`src/rtl/i2c_irq_pkg.sv`:
```
package i2c_irq_pkg;
  // status / mask layout, decoded by software
  localparam int ST_W   = 5;
  localparam int B_DONE = 0;
  localparam int B_ACK  = 1;
  localparam int B_HSN  = 2;
  localparam int B_RS   = 4;
  localparam logic [ST_W-1:0] IMPL_MASK = 5'b10111;

  // start register layout
  localparam int SP_GO   = 0;
  localparam int SP_TRIG = 14;
  localparam int SP_CFG  = 15;

  // register addresses
  localparam int A_STAT  = 0;
  localparam int A_MASK  = 1;
  localparam int A_START = 2;
endpackage

```
`src/rtl/irq_sticky_bank.sv`:
```
module irq_sticky_bank #(
  parameter int W = 5
) (
  input  logic         clk,
  input  logic         rst_n,
  input  logic [W-1:0] set_i,
  input  logic [W-1:0] clr_i,
  output logic [W-1:0] q_o
);
  for (genvar g = 0; g < W; g++) begin : g_bit
    always_ff @(posedge clk or negedge rst_n) begin
      if (!rst_n)          q_o[g] <= 1'b0;
      else if (set_i[g])   q_o[g] <= 1'b1;
      else if (clr_i[g])   q_o[g] <= 1'b0;
    end

    AST_EVT_SETS:   assert property (@(posedge clk) disable iff (!rst_n)
      $past(set_i[g]) |-> q_o[g]);
    AST_STICKY:     assert property (@(posedge clk) disable iff (!rst_n)
      ($past(q_o[g]) && !$past(clr_i[g])) |-> q_o[g]);
    AST_EVENT_WINS: assert property (@(posedge clk) disable iff (!rst_n)
      $past(set_i[g] && clr_i[g]) |-> q_o[g]);
  end
endmodule

```
`src/rtl/irq_start_gen.sv`:
```
module irq_start_gen
  import i2c_irq_pkg::*;
#(
  parameter int DATA_W = 16
) (
  input  logic              clk,
  input  logic              rst_n,
  input  logic              wr_i,
  input  logic [DATA_W-1:0] data_i,
  output logic              go_o,
  output logic              trig_o,
  output logic              cfg_o
);
  always_ff @(posedge clk or negedge rst_n) begin
    if (!rst_n) begin
      go_o   <= 1'b0;
      trig_o <= 1'b0;
      cfg_o  <= 1'b0;
    end else begin
      go_o   <= wr_i & data_i[SP_GO];
      trig_o <= wr_i & data_i[SP_TRIG];
      if (wr_i) cfg_o <= data_i[SP_CFG];
    end
  end

  AST_GO_ONE_CYCLE:   assert property (@(posedge clk) disable iff (!rst_n)
    (go_o && !$past(wr_i)) |-> 1'b0);
  AST_TRIG_SELF_CLR:  assert property (@(posedge clk) disable iff (!rst_n)
    !$past(wr_i) |-> !trig_o);
endmodule

```
`src/rtl/irq_line.sv`:
```
module irq_line #(
  parameter int W = 5
) (
  input  logic         clk,
  input  logic         rst_n,
  input  logic [W-1:0] stat_i,
  input  logic [W-1:0] mask_i,
  output logic         irq_o
);
  always_ff @(posedge clk or negedge rst_n) begin
    if (!rst_n) irq_o <= 1'b0;
    else        irq_o <= |(stat_i & mask_i);
  end

  AST_IRQ_RAISE: assert property (@(posedge clk) disable iff (!rst_n)
    (|(stat_i & mask_i)) |=> irq_o);
  AST_IRQ_DROP:  assert property (@(posedge clk) disable iff (!rst_n)
    !(|(stat_i & mask_i)) |=> !irq_o);
endmodule

```
`src/rtl/i2c_irq_status_ctrl.sv`:
```
module i2c_irq_status_ctrl
  import i2c_irq_pkg::*;
#(
  parameter int ADDR_W = 2,
  parameter int DATA_W = 16
) (
  input  logic              clk,
  input  logic              rst_n,
  input  logic              ev_done_i,
  input  logic              ev_ackerr_i,
  input  logic              ev_hsnack_i,
  input  logic              ev_rsdone_i,
  input  logic              wr_en_i,
  input  logic [ADDR_W-1:0] wr_addr_i,
  input  logic [DATA_W-1:0] wr_data_i,
  input  logic [ADDR_W-1:0] rd_addr_i,
  output logic [DATA_W-1:0] rd_data_o,
  output logic              irq_o,
  output logic              start_o,
  output logic              mtrig_o,
  output logic              mcfg_o
);
  localparam int PAD_W = DATA_W - ST_W;

  logic            wr_stat, wr_mask, wr_start;
  logic            ack_pend;
  logic            rearm;
  logic [ST_W-1:0] status, mask, set_v, clr_v;

  assign wr_stat  = wr_en_i && (wr_addr_i == ADDR_W'(A_STAT));
  assign wr_mask  = wr_en_i && (wr_addr_i == ADDR_W'(A_MASK));
  assign wr_start = wr_en_i && (wr_addr_i == ADDR_W'(A_START));

  // chain re-launch: all three start qualifiers while a transfer end is pending
  assign rearm = wr_start && wr_data_i[SP_GO] && wr_data_i[SP_TRIG]
                 && wr_data_i[SP_CFG] && status[B_RS];

  // acknowledge error posts completion one cycle behind the error bit
  always_ff @(posedge clk or negedge rst_n) begin
    if (!rst_n) ack_pend <= 1'b0;
    else        ack_pend <= ev_ackerr_i;
  end

  always_comb begin
    set_v         = '0;
    set_v[B_DONE] = ev_done_i | ack_pend;
    set_v[B_ACK]  = ev_ackerr_i;
    set_v[B_HSN]  = ev_hsnack_i;
    set_v[B_RS]   = ev_rsdone_i;
    clr_v         = wr_stat ? (wr_data_i[ST_W-1:0] & IMPL_MASK) : '0;
    if (rearm) clr_v[B_RS] = 1'b1;
  end

  irq_sticky_bank #(.W(ST_W)) u_stat (
    .clk   (clk),
    .rst_n (rst_n),
    .set_i (set_v),
    .clr_i (clr_v),
    .q_o   (status)
  );

  always_ff @(posedge clk or negedge rst_n) begin
    if (!rst_n)       mask <= '0;
    else if (wr_mask) mask <= wr_data_i[ST_W-1:0] & IMPL_MASK;
  end

  irq_line #(.W(ST_W)) u_irq (
    .clk    (clk),
    .rst_n  (rst_n),
    .stat_i (status),
    .mask_i (mask),
    .irq_o  (irq_o)
  );

  irq_start_gen #(.DATA_W(DATA_W)) u_start (
    .clk    (clk),
    .rst_n  (rst_n),
    .wr_i   (wr_start),
    .data_i (wr_data_i),
    .go_o   (start_o),
    .trig_o (mtrig_o),
    .cfg_o  (mcfg_o)
  );

  always_comb begin
    rd_data_o = '0;
    case (rd_addr_i)
      ADDR_W'(A_STAT):  rd_data_o = {{PAD_W{1'b0}}, status};
      ADDR_W'(A_MASK):  rd_data_o = {{PAD_W{1'b0}}, mask};
      ADDR_W'(A_START): rd_data_o[SP_CFG] = mcfg_o;
      default:          rd_data_o = '0;
    endcase
  end

  AST_ACK_THEN_DONE: assert property (@(posedge clk) disable iff (!rst_n)
    ev_ackerr_i |=> ##1 status[B_DONE]);
  AST_REARM_CLEARS:  assert property (@(posedge clk) disable iff (!rst_n)
    (rearm && !ev_rsdone_i) |=> !status[B_RS]);
  AST_REARM_LAUNCH:  assert property (@(posedge clk) disable iff (!rst_n)
    rearm |=> (start_o && mtrig_o && mcfg_o));
  AST_GAP_BIT_ZERO:  assert property (@(posedge clk) disable iff (!rst_n)
    !status[3] && !mask[3]);
endmodule

```
`config.mk`:
```
export PLATFORM = sky130hd
export DESIGN_NAME = i2c_irq_status_ctrl
export DESIGN_NICKNAME = d
export VERILOG_FILES = /design/src/rtl/i2c_irq_pkg.sv /design/src/rtl/irq_sticky_bank.sv /design/src/rtl/irq_start_gen.sv /design/src/rtl/irq_line.sv /design/src/rtl/i2c_irq_status_ctrl.sv
export SDC_FILE = /design/constraint.sdc
export NUM_CORES = 1
export LEC_CHECK = 0
export ABC_CLOCK_PERIOD_IN_PS = 2000
export BUFFER_PORTS_ARGS = -buffer_cell sky130_fd_sc_hd__buf_2
export CORE_UTILIZATION = 40
export DETAILED_ROUTE_END_ITERATION = 10
export HOLD_SLACK_MARGIN = 0.12
export PLACE_DENSITY = 0.87
export SKIP_CTS_REPAIR_TIMING = 1
export SLEW_MARGIN = 20
export SYNTH_ARGS = -nofsm -noshare
export SYNTH_HDL_FRONTEND = slang
export SYNTH_HIERARCHICAL = 1
export SYNTH_SLANG_ARGS = --single-unit
```
`constraint.sdc`:
```
create_clock -name clk -period 2 [get_ports clk]
set_input_delay 0 -clock clk [delete_from_list [all_inputs] [get_ports clk]]
set_output_delay 0 -clock clk [all_outputs]
set_load 0.01 [all_outputs]
```
==> metrics.cfg <==
[global_route]
grt_pass1_vias=481
grt_usage_pct=14.8
grt_max_degree=15
antenna_found_initial=0
overflow=0
grt_pass1_wl_um=2050

[yosys]
ys_types=20
yosysWarnings=6
synth_area_leaders=dfrtp_1, buf_4, mux2_4, a21o_1, mux2i_1
yosysSeqAreaShare_pct=45.9
avgSynthCellArea_um2=11.4
synth_top_cell_by_area=dfrtp_1
syn_inst=67
synth.cell_area_um2=763
yosys_register_bits=14
synth_top_area_share_pct=45.9

[worst_setup_path]
cp-end-kind=primary output
crit_buf_inv=1
worst_setup_path_start_kind=register
max_stage_delay_ps=420
reg2regPathDepth=2
path_class=reg -> out
crit_fanout=4
required_ps=2000
reg2reg_slack_ps=1000
arrival_ps=1030
cpMaxStageDelayCell=dfrtp_1
worstReg2RegEnd=u_irq/irq_o$_DFF_PN0_
cp_top_family=flip-flops
path_cells=mux2i_1 > nor2_1 > buf_2
rr_startpoint=u_stat/q_o[4]$_DFFE_PN0P_

[cts]
cts_max_level=1
clkLatencyLatePin_ps=280
cts_num_sinks=14
cts_tree=built
cts_buffers=3
cts-root-buf=clkbuf_4
ctsLongestPathBuffers=2
clkTransAtPathRegs_ps=80

[final_layout]
antenna_cells=0
final_cell_mix=buf_2, dfrtp_1, conb_1
nNetsFinal=137
drive_above_1_share_pct=37.0
synthToLayoutAreaGrowth_pct=33.9
layout_commonest_cell=buf_2
nFillCells=159

[route]
drc=0
drt-initial-drc-count=4
firstDrtPassIters=4
wl_per_cell_um=10.8
viasPerCell=4.42
final_antenna_net_count=0
routed_wl_um=1430
vias=588

[placed_design]
gp_congestion=0.693
portBuffers=26
place_ws_ps=1000

[sta]
drv_slew=0
setup_ws_ps=969
finalSetupViolations=0
hold_violations=0
grt_setup_unrepaired=no
period_needed_ps=1030
clock_skew_ps=12.0
fin_setup_tns_ps=0
max_freq_mhz=970
fin_crit_sh_pct=51.6

[worst_hold_path]
hold_class=in -> async

[power_and_ir_drop]
p_leak_nw=0.531
power_density_nw_per_um2=624
peakVddDrop_mv=0.358

[floorplanning]
dieArea_um2=2090
pin_count=47
start_util_pct=43.3
die_h_um=45.7
die_w_um=45.7
core_area_um2=1760
fp-row-count=15

[flow_run]
max_cap_violations=0

[outcome]
status=finished, final reports clean

[stage by stage]
step | std cells | cell area, µm² | util [%] | hold slack (ps) | power [mW]
finish | 133 | 1020 | 57.9 | 117 | 0.637
global route | 133 | 1020 | 57.9 | 147 | 0.673
CTS | 122 | 912 | 51.7 | -399 | 0.627
detailed placement | 119 | 890 | 50.4 | -90.8 | 0.474
global placement | 119 | 890 | 50.4 | -95.7 | 0.464
floorplan | 79 | 808 | - | -296 | 0.429
[cell families after synthesis]
logic type             after synthesis  share of synthesized area [%]
AO/OA/AOI/OAI                        8                           8.20
buffers and inverters               16                           13.0
flip-flops                          14                           45.9
multiplexers                         9                           15.1
other                                1                          0.491
AND/OR/NAND/NOR                     19                           17.4
[synthesized netlist by cell type, drive strengths merged]
library cell / instances
and4bb: 1
a22oi: 1
mux2i: 4
a21o: 6
nor3b: 2
nand2: 2
or2: 1
buf: 11
dfrtp: 14
a222oi: 1
and3b: 1
inv: 5
and2: 5
mux2: 5
nand3b: 1
and4: 1
conb: 1
nor2: 5
[sequential cells by signal, summed over array words and instances (netlist names)]
name            flops
u_start/cfg_o       1
ack_pend            1
u_start/go_o        1
u_irq/irq_o         1
mask                4
u_stat/q_o          5
u_start/trig_o      1
[metal layers]
metal | part of all wire (%) | wire length [µm] | track usage, % | up-vias
met5 | 0 | 0 | 0 | -
met4 | 1.3 | 19 | 9.09 | 0
met3 | 5.2 | 74 | 3.57 | 4
met2 | 52 | 744 | 24.6 | 29
met1 | 41 | 593 | 17.0 | 272
li1 | - | - | - | 283
[layout make-up]
| cell class | instances | area (µm²) | share of cell area (%) |
|---|---|---|---|
| repair buffers | 37 | 240 | 23.5 |
| multi-input cells | 49 | 359 | 35.1 |
| clock buffers | 3 | 22.5 | 2.20 |
| well taps | 25 | 31.3 | 3.06 |
| inverters | 5 | 18.8 | 1.84 |
| flip-flops and latches | 14 | 350 | 34.3 |
[worst register-to-register path: stages, from the launching register on]
cell and delay (ps):
dfrtp_1 420, a222oi_1 370, nand2_1 100
[report_power, final]
group / internal, mW / switching (mW) / total (mW)
clock: 0.0698 / 0.0840 / 0.154
combinational: 0.0851 / 0.0653 / 0.150
sequential: 0.310 / 0.0233 / 0.333
total: 0.465 / 0.173 / 0.637
[worst max-delay path by stage]
stage / slack, ps / endpoint / startpoint / cells after the start
after global placement: 1050 / u_stat/q_o[4]$_DFFE_PN0P_ / u_stat/q_o[4]$_DFFE_PN0P_ / 4
after detailed placement: 1000 / u_irq/irq_o$_DFF_PN0_ / u_stat/q_o[4]$_DFFE_PN0P_ / 2
after global routing: 860 / rd_data_o[4] / u_stat/q_o[4]$_DFFE_PN0P_ / 3
after floorplan: 1100 / u_stat/q_o[4]$_DFFE_PN0P_ / u_stat/q_o[4]$_DFFE_PN0P_ / 4
after CTS: 960 / rd_data_o[4] / u_stat/q_o[4]$_DFFE_PN0P_ / 3
final: 970 / rd_data_o[4] / u_stat/q_o[4]$_DFFE_PN0P_ / 3
Note: power is estimated with default switching activity, not from simulation.
